<file path="src/rtl/irq_arb_pkg.sv">
package irq_arb_pkg;

    localparam int LVL_W = 3;
    localparam int PRES_W = 4;
    localparam logic [PRES_W-1:0] NMI_LEVEL = 4'd8;

    typedef logic [LVL_W-1:0] lvl_t;
    typedef logic [PRES_W-1:0] pres_lvl_t;

    function automatic logic lvl_enabled(lvl_t l);
        return (l != 3'd0) && (l != 3'd7);
    endfunction

endpackage

</file>
<file path="src/rtl/irq_level_regs.sv">
module irq_level_regs
    import irq_arb_pkg::*;
#(
    parameter int N_SRC = 8,
    parameter int IDX_W = 3
) (
    input  logic                   clk,
    input  logic                   rst_n,
    input  logic                   we_i,
    input  logic [IDX_W-1:0]       idx_i,
    input  lvl_t                   lvl_i,
    output lvl_t [N_SRC-1:0]       lvl_o,
    output logic [N_SRC-1:0]       en_o
);

    typedef struct packed {
        lvl_t [N_SRC-1:0] lvl;
    } state_t;

    state_t s_d, s_q;

    always_comb begin
        s_d = s_q;
        if (we_i && (int'(idx_i) < N_SRC)) begin
            s_d.lvl[idx_i] = lvl_i;
        end
    end

    always_ff @(posedge clk or negedge rst_n) begin
        if (!rst_n) begin
            s_q <= '0;
        end else begin
            s_q <= s_d;
        end
    end

    assign lvl_o = s_q.lvl;

    for (genvar g = 0; g < N_SRC; g++) begin : g_en
        assign en_o[g] = lvl_enabled(s_q.lvl[g]);
    end

endmodule

</file>
<file path="src/rtl/irq_edge_capture.sv">
module irq_edge_capture #(
    parameter int N_SRC = 8
) (
    input  logic             clk,
    input  logic             rst_n,
    input  logic [N_SRC-1:0] src_i,
    input  logic [N_SRC-1:0] en_i,
    input  logic [N_SRC-1:0] clr_i,
    output logic [N_SRC-1:0] pend_o
);

    typedef struct packed {
        logic [N_SRC-1:0] prev;
        logic [N_SRC-1:0] pend;
    } state_t;

    state_t s_d, s_q;
    logic [N_SRC-1:0] rise;

    always_comb begin
        rise      = src_i & ~s_q.prev & en_i;
        s_d.prev  = src_i;
        // a fresh edge in the clearing cycle keeps the flag set
        s_d.pend  = (s_q.pend & ~clr_i) | rise;
    end

    always_ff @(posedge clk or negedge rst_n) begin
        if (!rst_n) begin
            s_q <= '0;
        end else begin
            s_q <= s_d;
        end
    end

    assign pend_o = s_q.pend;

    assert_capture_needs_edge_R2: assert property (@(posedge clk) disable iff (!rst_n)
        1'b1 |=> ((s_q.pend & ~$past(s_q.pend) & ~$past(src_i & ~s_q.prev)) == '0));

    assert_clear_on_ack_R6: assert property (@(posedge clk) disable iff (!rst_n)
        ((clr_i & ~rise) != '0) |=> ((s_q.pend & $past(clr_i & ~rise)) == '0));

    assert_hold_without_event_R9: assert property (@(posedge clk) disable iff (!rst_n)
        ((clr_i == '0) && (rise == '0)) |=> $stable(s_q.pend));

endmodule

</file>
<file path="src/rtl/irq_select.sv">
module irq_select
    import irq_arb_pkg::*;
#(
    parameter int N_SRC    = 8,
    parameter int VEC_W    = 8,
    parameter int VEC_BASE = 32,
    parameter int VEC_STEP = 4,
    parameter int NMI_VEC  = 8
) (
    input  logic [N_SRC-1:0] pend_i,
    input  logic [N_SRC-1:0] en_i,
    input  lvl_t [N_SRC-1:0] lvl_i,
    input  logic             nmi_pend_i,
    output logic             valid_o,
    output pres_lvl_t        level_o,
    output logic [VEC_W-1:0] vec_o,
    output logic [N_SRC-1:0] win_oh_o,
    output logic             win_nmi_o
);

    pres_lvl_t best;
    int        widx;
    logic      found;

    always_comb begin
        best  = '0;
        widx  = 0;
        found = 1'b0;
        // strict compare while walking upward keeps the smallest index on ties
        for (int i = 0; i < N_SRC; i++) begin
            if (pend_i[i] && en_i[i] && ({1'b0, lvl_i[i]} > best)) begin
                best  = {1'b0, lvl_i[i]};
                widx  = i;
                found = 1'b1;
            end
        end

        win_oh_o  = '0;
        win_nmi_o = 1'b0;
        if (nmi_pend_i) begin
            valid_o   = 1'b1;
            level_o   = NMI_LEVEL;
            vec_o     = VEC_W'(NMI_VEC);
            win_nmi_o = 1'b1;
        end else if (found) begin
            valid_o        = 1'b1;
            level_o        = best;
            vec_o          = VEC_W'(VEC_BASE + VEC_STEP * widx);
            win_oh_o[widx] = 1'b1;
        end else begin
            valid_o = 1'b0;
            level_o = '0;
            vec_o   = '0;
        end
    end

endmodule

</file>
<file path="src/rtl/prio_irq_arbiter.sv">
module prio_irq_arbiter
    import irq_arb_pkg::*;
#(
    parameter int N_SRC    = 8,
    parameter int VEC_W    = 8,
    parameter int VEC_BASE = 32,
    parameter int VEC_STEP = 4,
    parameter int NMI_VEC  = 8,
    localparam int IDX_W   = (N_SRC > 1) ? $clog2(N_SRC) : 1
) (
    input  logic             clk,
    input  logic             rst_n,
    input  logic [N_SRC-1:0] irq_i,
    input  logic             nmi_i,
    input  logic             cfg_we_i,
    input  logic [IDX_W-1:0] cfg_idx_i,
    input  logic [2:0]       cfg_lvl_i,
    input  logic             ack_i,
    output logic             req_valid_o,
    output logic [3:0]       req_level_o,
    output logic [VEC_W-1:0] req_vec_o
);

    lvl_t [N_SRC-1:0] lvl;
    logic [N_SRC-1:0] en;
    logic [N_SRC-1:0] pend;
    logic [N_SRC-1:0] win_oh;
    logic [N_SRC-1:0] clr;
    logic             nmi_pend;
    logic             win_nmi;
    logic             nmi_clr;

    irq_level_regs #(.N_SRC(N_SRC), .IDX_W(IDX_W)) u_lvl (
        .clk   (clk),
        .rst_n (rst_n),
        .we_i  (cfg_we_i),
        .idx_i (cfg_idx_i),
        .lvl_i (cfg_lvl_i),
        .lvl_o (lvl),
        .en_o  (en)
    );

    irq_edge_capture #(.N_SRC(N_SRC)) u_cap (
        .clk    (clk),
        .rst_n  (rst_n),
        .src_i  (irq_i),
        .en_i   (en),
        .clr_i  (clr),
        .pend_o (pend)
    );

    irq_edge_capture #(.N_SRC(1)) u_nmi_cap (
        .clk    (clk),
        .rst_n  (rst_n),
        .src_i  (nmi_i),
        .en_i   (1'b1),
        .clr_i  (nmi_clr),
        .pend_o (nmi_pend)
    );

    irq_select #(
        .N_SRC(N_SRC), .VEC_W(VEC_W), .VEC_BASE(VEC_BASE),
        .VEC_STEP(VEC_STEP), .NMI_VEC(NMI_VEC)
    ) u_sel (
        .pend_i     (pend),
        .en_i       (en),
        .lvl_i      (lvl),
        .nmi_pend_i (nmi_pend),
        .valid_o    (req_valid_o),
        .level_o    (req_level_o),
        .vec_o      (req_vec_o),
        .win_oh_o   (win_oh),
        .win_nmi_o  (win_nmi)
    );

    assign clr     = ack_i ? win_oh : '0;
    assign nmi_clr = ack_i & win_nmi;

    assert_disabled_levels_R3: assert property (@(posedge clk) disable iff (!rst_n)
        (req_valid_o && (req_level_o != NMI_LEVEL)) |-> ((req_level_o >= 4'd1) && (req_level_o <= 4'd6)));

    assert_nmi_on_top_R7: assert property (@(posedge clk) disable iff (!rst_n)
        nmi_pend |-> (req_valid_o && (req_level_o == NMI_LEVEL) && (req_vec_o == VEC_W'(NMI_VEC))));

    assert_single_winner_R6: assert property (@(posedge clk) disable iff (!rst_n)
        $onehot0({win_oh, win_nmi}) && (req_valid_o == ((win_oh != '0) || win_nmi)));

endmodule

</file>
<file path="config.mk">
export PLATFORM = sky130hd
export DESIGN_NAME = prio_irq_arbiter
export DESIGN_NICKNAME = d
export VERILOG_FILES = /design/src/rtl/irq_arb_pkg.sv /design/src/rtl/irq_level_regs.sv /design/src/rtl/irq_edge_capture.sv /design/src/rtl/irq_select.sv /design/src/rtl/prio_irq_arbiter.sv
export SDC_FILE = /design/constraint.sdc
export NUM_CORES = 1
export LEC_CHECK = 0
export CAP_MARGIN = 20
export CORE_UTILIZATION = 45
export CTS_CLUSTER_SIZE = 12
export DETAILED_ROUTE_END_ITERATION = 8
export PLACE_DENSITY = 0.71
export SLEW_MARGIN = 20
export SYNTH_ARGS = -nofsm -noshare
export SYNTH_HDL_FRONTEND = slang
export SYNTH_SLANG_ARGS = --single-unit
</file>
<file path="constraint.sdc">
create_clock -name clk -period 22.3 [get_ports clk]
set_clock_uncertainty 0.15 [all_clocks]
set_input_delay 5.575 -clock clk [delete_from_list [all_inputs] [get_ports clk]]
set_output_delay 5.575 -clock clk [all_outputs]
set_load 0.03 [all_outputs]
</file>
# Word-level counts from Yosys, hierarchy flattened
# Index checks and enable logic that the tools add are counted.
# W data, S select, Z words.
[totals]
register_bits = 42
inputBits = 19
out_inout_bits = 13
wordCells = 117
[op_classes]
add_sub_neg = 1
n_lt_le_gt_ge = 12
eq_ne = 8
mux = 38
bitwise = 12
n_reduce_logical = 34
[op_table]
columns = ["op", "count"]
rows = [
  ["$mux W8", 5],
  ["$mux W4", 9],
  ["$logic_and A1 B1 Y1", 26],
  ["$and A8 B8 Y8", 3],
  ["$bwmux W24", 1],
  ["$gt A3 B4 Y1", 6],
  ["$ne A3 B3 Y1 const B", 8],
  ["$reduce_bool A3 Y1", 8],
  ["$mux W3", 6],
  ["$not A8 Y8", 2],
  ["$mux W1", 13],
  ["$demux W3 S3", 1],
  ["$lt A3 B4 Y1 const B", 2],
  ["$or A8 B8 Y8", 1],
  ["$add A6 B5 Y7 const A", 1],
  ["$ge A3 B1 Y1 const B", 2],
  ["$mux W2", 2],
  ["$and A1 B1 Y1", 3],
  ["$demux W1 S3", 1],
  ["$gt A3 B1 Y1 const B", 1],
  ["$gt A3 B3 Y1", 1],
  ["$not A1 Y1", 2],
  ["$or A1 B1 Y1", 1],
]

# Logic depth before layout (Yosys ltp)
# Gate-level depths: netlist (run 1).
[depth]
depth_word = 36
ltp_mapped = 58
ltp_nobuf = 56

# Hierarchy
# Synthesis (run 1) repeated with hierarchy kept, for this count alone.
[unflattened]
cells_unflattened = 320
hier_area_um2 = 3195.6
[modules_own_cells]
columns = ["mod", "instances", "cells_per_inst", "area_each_um2", "seq_area_each_um2"]
rows = [
  ["irq_select", 1, 177, 1290.0, 0.0],
  ["irq_level_regs", 1, 80, 1129.8, 600.6],
  ["irq_edge_capture (u_cap)", 1, 48, 633.1, 400.4],
  ["irq_edge_capture (u_nmi_cap)", 1, 5, 82.6, 50.0],
  ["prio_irq_arbiter", 1, 10, 60.1, 0.0],
]

# Least setup slack after synthesis (run 1)
# OpenSTA, ideal clock, no wires.
[synth_timing]
path_kind = "register -> output"
start = "register u_lvl.s_q, in the netlist u_lvl.lvl_o[2]"
end = "output req_valid_o"
t_arrival_ns = 11.108
required_ns = 16.575
path_slack_ns = 5.467
stages_incl_launch_ff = 53
n_path_buf = 2
path_cell_list = "dfrtp_1 nand2_1 and3_1 clkbuf_1 inv_1 ha_1 and3_2 a211oi_4 nand3_1 mux2_2 ha_1 nor2b_1 a32o_1 a221oi_1 a31oi_1 mux2i_1 inv_1 ha_1 (+17 left out) and3_1 o32ai_2 inv_1 ha_1 o21a_1 o211ai_1 or2_2 clkbuf_1 nor2_1 a31oi_1 ha_1 nor2b_1 o21ai_0 inv_1 o21ai_0 nand2_1 or4_4 or3_1"
[synth_via]
elab_chain_cells = 28
elab_cells_between_ends = 37
cone_classes = "8 x order compare; 1 x eq/ne; 17 x mux; 11 x reduce/logical"
[synth_lines]
columns = ["element", "line_no", "source"]
rows = [
  ["start, declared", "irq_level_regs.sv:20", "state_t s_d, s_q;"],
  ["start signal, assigned", "irq_level_regs.sv:31", "s_q <= '0;"],
  ["start signal, assigned", "irq_level_regs.sv:33", "s_q <= s_d;"],
  ["parallel branches: the longest is 25 deep, another holds $gt A3 B4 Y1", "-", ""],
  ["$mux W1 (*)", "irq_select.sv:31", "if (pend_i[i] && en_i[i] && ({1'b0, lvl_i[i]} > best)) begin"],
  ["$mux W1 (*)", "irq_select.sv:45", "end else if (found) begin"],
  ["$mux W1 (*)", "irq_select.sv:40", "if (nmi_pend_i) begin"],
  ["end, declared", "prio_irq_arbiter.sv:19", "output logic req_valid_o,"],
]
# Every way passes the cells marked *.

# Worst setup path after layout (run 1)
[layout_timing]
start = "register u_lvl.s_q, in the netlist u_lvl.lvl_o[2]"
end = "output req_level_o[1]"
[layout_via]
elab_chain_cells = 28
elab_cells_between_ends = 38
cone_classes = "8 x order compare; 1 x eq/ne; 18 x mux; 11 x reduce/logical"
[layout_lines]
columns = ["element", "line_no", "source"]
rows = [
  ["parallel branches: the longest is 26 deep, another holds $gt A3 B4 Y1", "-", ""],
  ["$mux W4 (*)", "irq_select.sv:45", ""],
  ["$mux W4 (*)", "irq_select.sv:40", ""],
  ["end, declared", "prio_irq_arbiter.sv:20", "output logic [3:0] req_level_o,"],
]
# Marked as above.

==> results of run 1 <==
## cells in the mapped netlist (all sizes together) (2+ instances only)
cell type   n  area share
and2        4      0.0080
a21o        3      0.0076
o21a        6       0.014
o211ai      4      0.0096
or3         7       0.014
o21ai      25       0.041
mux2       24       0.086
nand2b      5       0.010
nor3        9       0.014
o22ai       4      0.0080
nand3b      2      0.0048
clkbuf      3      0.0036
nand2      37       0.045
a21boi      2      0.0048
a21oi      10       0.016
nor2b       6       0.012
nor2       14       0.017
nand3      20       0.032
or2         4      0.0080
mux2i       5       0.016
o31ai       3      0.0072
a31oi       4      0.0080
and3        6       0.012
nor3b       7       0.017
inv        25       0.030
ha         17       0.068
a311oi      3       0.014
a211oi      9       0.027
dfrtp      42        0.34
nand4       3      0.0060
a211o       2      0.0056
a32o        3      0.0096
nand4b      7       0.020
buf         5       0.012
## path summary, 6_finish.rpt
kind | start | to | slack (ns) | cells past startpoint
max in group asynchronous | rst_n | u_nmi_cap.s_q[1]$_DFF_PN0_ | 16.16 | 1
min reg2reg | u_nmi_cap.s_q[1]$_DFF_PN0_ | u_nmi_cap.pend_o$_DFF_PN0_ | 0.28 | 1
min | u_nmi_cap.s_q[1]$_DFF_PN0_ | u_nmi_cap.pend_o$_DFF_PN0_ | 0.28 | 1
min in group asynchronous | rst_n | u_cap.pend_o[7]$_DFF_PN0_ | 5.26 | 1
max | u_lvl.lvl_o[2]$_DFFE_PN0P_ | req_level_o[1] | 3.31 | 51
max reg2reg | u_lvl.lvl_o[2]$_DFFE_PN0P_ | u_cap.pend_o[1]$_DFF_PN0_ | 9.58 | 50
## cells by family after synthesis
logic type / share of synthesized area
flops: 0.336
other cells: 0.00120
fa+ha+maj: 0.0680
simple gates: 0.231
mux: 0.102
buf+inv: 0.0456
compound gates: 0.216
## layout make-up
type	instances	area, um2
multi-input combinational	275	1950
fill	615	3160
inverter	25	93.8
tap	80	100
clock inverter	2	60.1
clock buffer	6	82.6
timing repair buffer	27	265
sequential	42	1050
## flip-flops by register name (all words and copies together), names as in the netlist
| signal | flops |
|---|---|
| u_nmi_cap.s_q | 1 |
| u_cap.s_q | 8 |
| u_nmi_cap.pend_o | 1 |
| u_cap.pend_o | 8 |
| u_lvl.lvl_o | 24 |
## worst max-delay path, delay by kind of cell (launching register included)
family / cells / cell delay, ns
AND/OR/NAND/NOR: 16 / 3.62
adder cells (fa/ha/maj): 7 / 2.07
multiplexers: 4 / 1.30
AO/OA/AOI/OAI: 19 / 4.53
buffers and inverters: 5 / 0.97
flip-flops: 1 / 0.43
## metrics by stage
step           std cells  worst slack [ns]  area, um2  utilization
2_1_floorplan        350              5.47       3140            -
3_3_place_gp         449              4.02       3460        0.511
3_5_place_dp         449              3.80       3460        0.511
4_1_cts              457              3.36       3600        0.533
5_1_grt              457              2.47       3600        0.533
6_report             457              3.31       3600        0.533
## per-layer routing
metal	track usage	part of all wire	vias to the layer above
met5	0	0	-
met4	0.0667	0.022	0
met3	0.0321	0.055	17
met2	0.352	0.45	97
met1	0.317	0.47	1304
li1	-	-	1349
==> flow_summary.ini, run 1 <==
[status]
status = finished, final reports clean

[placement]
place.detailed.hpwl_um = 5690
port_buffers = 27
gpl.final_weighted_congestion = 0.864

[layout]
antennaDiodeCount = 0
finish.net_count = 412
final_cell_mix = 42 x sky130_fd_sc_hd__dfrtp_1, 36 x sky130_fd_sc_hd__nand2_1, 26 x sky130_fd_sc_hd__clkdlybuf4s50_1
area_growth_syn_to_layout_pct = 15.0
drive_gt1_frac = 0.130
final_common_cell = sky130_fd_sc_hd__dfrtp_1

[global_routing]
grt_pass1_wl_um = 13000
grt_usage = 0.223
number_of_global_route_vias_before_repair = 2714
grt_overflow = 0
grt_max_degree = 43
antenna_found_initial = 0

[yosys]
proportion_of_register_bits_with_asynchronous_set_or_reset_after_synthesis = 1.00
synth_top_flop_cell = sky130_fd_sc_hd__dfrtp_1
post_synth_num_cell_types = 59
postSynthCellCount = 347
post_synth.cell_area_avg_um2 = 9.01
synth_enable_flop_cells = 0
seq_area_frac_synth = 0.336
yosysWarningCount = 0
syn-cell-area_um2 = 3130
yosys_register_bits = 42

[sta]
post-route-period-util = 0.851
tightestPinTransition_ns = 0.924
timing.final.crit_period_ns = 18.99
timing.fmax_ghz = 0.0527
final_hold_viols = 0
timing.hold.ws_ns = 0.276
report.final.slew_viol_count = 0
rsz0062_at_grt = false
timing.final.setup_violations = 0
timing.slew.headroom = 0.384
setup_total_negative_slack_ns = 0

[die]
top_level_ports = 32
die_x_um = 85.4
core_um2 = 6760
start_util = 0.463
fp.dieH_um = 85.4
die_area_um2 = 7290
std_cell_rows = 30

[clock_tree]
h-tree-depth = 2
inserted_clock_buffers = 5
clockRootBuffer = sky130_fd_sc_hd__clkbuf_8
clock_sinks = 42
cts_repair_resize_count = 0
holdBufCountCts = 0
cts.path.max_buffers = 2
cts_tree = built
worst_setup_hold_path_clk_slew_ns = 0.08
clk-insertion-delay-late_ns = 0.29
cts_post_setup_buffers_inserted = 0

[drt]
postRouteAntennaNets = 0
drt_drc_violations_left = 0
detailed_route_wl_um = 7450
drt_first_iter_violations = 170
routed-via-count = 2767
avgRoutedWirePerCell_um = 16.3
drt_pre_antenna_iters = 5
vias_per_cell = 6.05

[critical_path]
critical-path-top-cell-by-count = sky130_fd_sc_hd__ha_1
crit_type = reg -> out
critPathCaptureType = output pin
worst_ep_arrival_time_ns = 13.26
worst-path-max-fanout = 7
cp-start-kind = flip-flop
critPathMaxStageDelay_ns = 0.64
crit_path_top_delay_cell = sky130_fd_sc_hd__clkdlybuf4s50_1
worst_ep_required_time_ns = 16.58

[job]
timing.max_cap.violations = 0

[min_path]
holdCritPathClass = reg -> reg
Power of run 1 is not shown: default switching activity piles up to over one toggle a cycle in this logic, so the estimate is an artifact.
==> inputs of run 2 (changes only) <==
--- a/config.mk
+++ b/config.mk
@@ -5,11 +5,11 @@
 export SDC_FILE = /design/constraint.sdc
 export NUM_CORES = 1
 export LEC_CHECK = 0
-export CAP_MARGIN = 20
 export CORE_UTILIZATION = 45
 export CTS_CLUSTER_SIZE = 12
 export DETAILED_ROUTE_END_ITERATION = 8
-export PLACE_DENSITY = 0.71
+export GPL_ROUTABILITY_DRIVEN = 0
+export PLACE_DENSITY = 0.73
 export SLEW_MARGIN = 20
 export SYNTH_ARGS = -nofsm -noshare
 export SYNTH_HDL_FRONTEND = slang
==> constraint.sdc (replaced) <==
create_clock -name clk -period 15.5 [get_ports clk]
set_clock_uncertainty 0.15 [all_clocks]
set_input_delay 3.875 -clock clk [delete_from_list [all_inputs] [get_ports clk]]
set_output_delay 3.875 -clock clk [all_outputs]
set_load 0.03 [all_outputs]
==> flow_summary.ini, run 2 (same netlist as run 1, synthesis figures left out) <==
[drt]
detailed_route_wl_um = 7950
vias_per_cell = 5.95
routed-via-count = 2891
drt_first_iter_violations = 104
drt_drc_violations_left = 0
avgRoutedWirePerCell_um = 16.4
drt_pre_antenna_iters = 4
postRouteAntennaNets = 0

[job]
timing.max_cap.violations = 0

[layout]
antennaDiodeCount = 0
final_cell_mix = 41 x sky130_fd_sc_hd__dfrtp_1, 36 x sky130_fd_sc_hd__nand2_1, 30 x sky130_fd_sc_hd__buf_4
fill_cells = 599
finalNonFillerCells = 486
finish.net_count = 441
number_of_flip_flops_under_the_largest_register_name = 24
area_growth_syn_to_layout_pct = 26.9
drive_gt1_frac = 0.266
final_common_cell = sky130_fd_sc_hd__dfrtp_1

[global_routing]
grt_max_degree = 43
grt_overflow = 0
antenna_found_initial = 0
grt_usage = 0.219
grt_pass1_wl_um = 12800
number_of_global_route_vias_before_repair = 2686

[critical_path]
critical-path-top-cell-by-count = sky130_fd_sc_hd__inv_1
worst-r2r-setup-slack_ns = 4.54
worst-path-max-fanout = 5
crit_path_top_delay_cell = sky130_fd_sc_hd__or4_4
crit_type = reg -> out
worst_ep_required_time_ns = 11.48
critPathCaptureType = output pin
setup.worst_path.start = u_lvl.lvl_o[2]$_DFFE_PN0P_
worst_r2r_startpoint = u_lvl.lvl_o[2]$_DFFE_PN0P_
critical_path_buf_inv_count = 7
cp-start-kind = flip-flop
worst_ep_arrival_time_ns = 11.06
critPathMaxStageDelay_ns = 0.59
timing.critical_path.max_delay_family = compound AO/OA/AOI/OAI gates

[clock_tree]
cts_tree = built
clock_sinks = 42
clockRootBuffer = sky130_fd_sc_hd__clkbuf_8
worst_setup_hold_path_clk_slew_ns = 0.08
inserted_clock_buffers = 5
cts.path.max_buffers = 2
clk-insertion-delay-late_ns = 0.28
h-tree-depth = 2

[sta]
setup_total_negative_slack_ns = 0
timing.final.setup_violations = 0
final_hold_viols = 0
tightestPinTransition_ns = 0.915
report.final.slew_viol_count = 0
timing.final.crit_period_ns = 15.09
post-route-period-util = 0.973
timing.slew.headroom = 0.390
timing.fmax_ghz = 0.0663
timing.hold.ws_ns = 0.290

[die]
start_util = 0.463
core_um2 = 6760
fp.dieH_um = 85.4
die_x_um = 85.4
die_area_um2 = 7290
std_cell_rows = 30
top_level_ports = 32

[placement]
place.detailed.hpwl_um = 5730
port_buffers = 27
place_inst = 468

[status]
status = finished, final reports clean

[min_path]
holdCritPathClass = reg -> reg
holdCritStartpoint = u_nmi_cap.s_q[1]$_DFF_PN0_
-- run 2: changes by cell type in the layout (fill, tap and decap cells not counted), sizes merged --
cell           previous run  this run
bufinv                    2         1
clkbuf                    6        11
clkdlybuf4s50            26        19
dlymetal6s2s              0         2
buf                       1        31
-- run 2: stage by stage --
step	setup WS, ns	area (um2)	utilization
3_5_place_dp	-0.150	3600	0.533
4_1_cts	0.0487	3750	0.555
2_1_floorplan	0.367	3140	-
6_report	0.413	3970	0.587
3_3_place_gp	0.138	3600	0.533
5_1_grt	-0.159	3970	0.587
-- run 2: layout make-up --
class	instances	area, um2	area share
multi-input cells	275	2150	0.542
flip-flops and latches	42	1050	0.265
repair buffers	56	465	0.117
clock buffers	7	76.3	0.0192
well taps	80	100	0.0252
clock inverters	1	30.0	0.00757
inverters	25	93.8	0.0236
-- run 2: path summary, 6_finish.rpt --
check,end,cells past startpoint
hold reg to reg,u_nmi_cap.pend_o$_DFF_PN0_,1
setup reg to reg,u_cap.pend_o[1]$_DFF_PN0_,51
max in group asynchronous,u_lvl.lvl_o[2]$_DFFE_PN0P_,1
min in group asynchronous,u_cap.pend_o[7]$_DFF_PN0_,1
setup / recovery,req_valid_o,51
hold / removal,u_nmi_cap.pend_o$_DFF_PN0_,1
-- run 2: what timing repair did --
item	4_1_cts	5_1_grt
buffers inserted	3	7
setup endpoints to repair	8	8
hold buffers	0	0
cloned	0	0
pin swaps	3	12
gates resized for setup	16	46
-- run 2: worst reg2reg max path: cells and delay by family (launching register included) --
kind	cells	cell delay [ns]
muxes	3	0.83
buffers and inverters	6	0.56
DFF	1	0.43
and+or+nand+nor	16	3.23
adders and majority gates	7	1.91
AOI/OAI and AO/OA	19	3.73
-- run 2: per-layer routing --
metal / global-route usage / wire [um]
met1: 0.303 / 3600
met2: 0.372 / 3980
met3: 0.0263 / 341
met4: 0.0424 / 34
met5: 0 / 0
Power of run 2 is left out for the same reason.
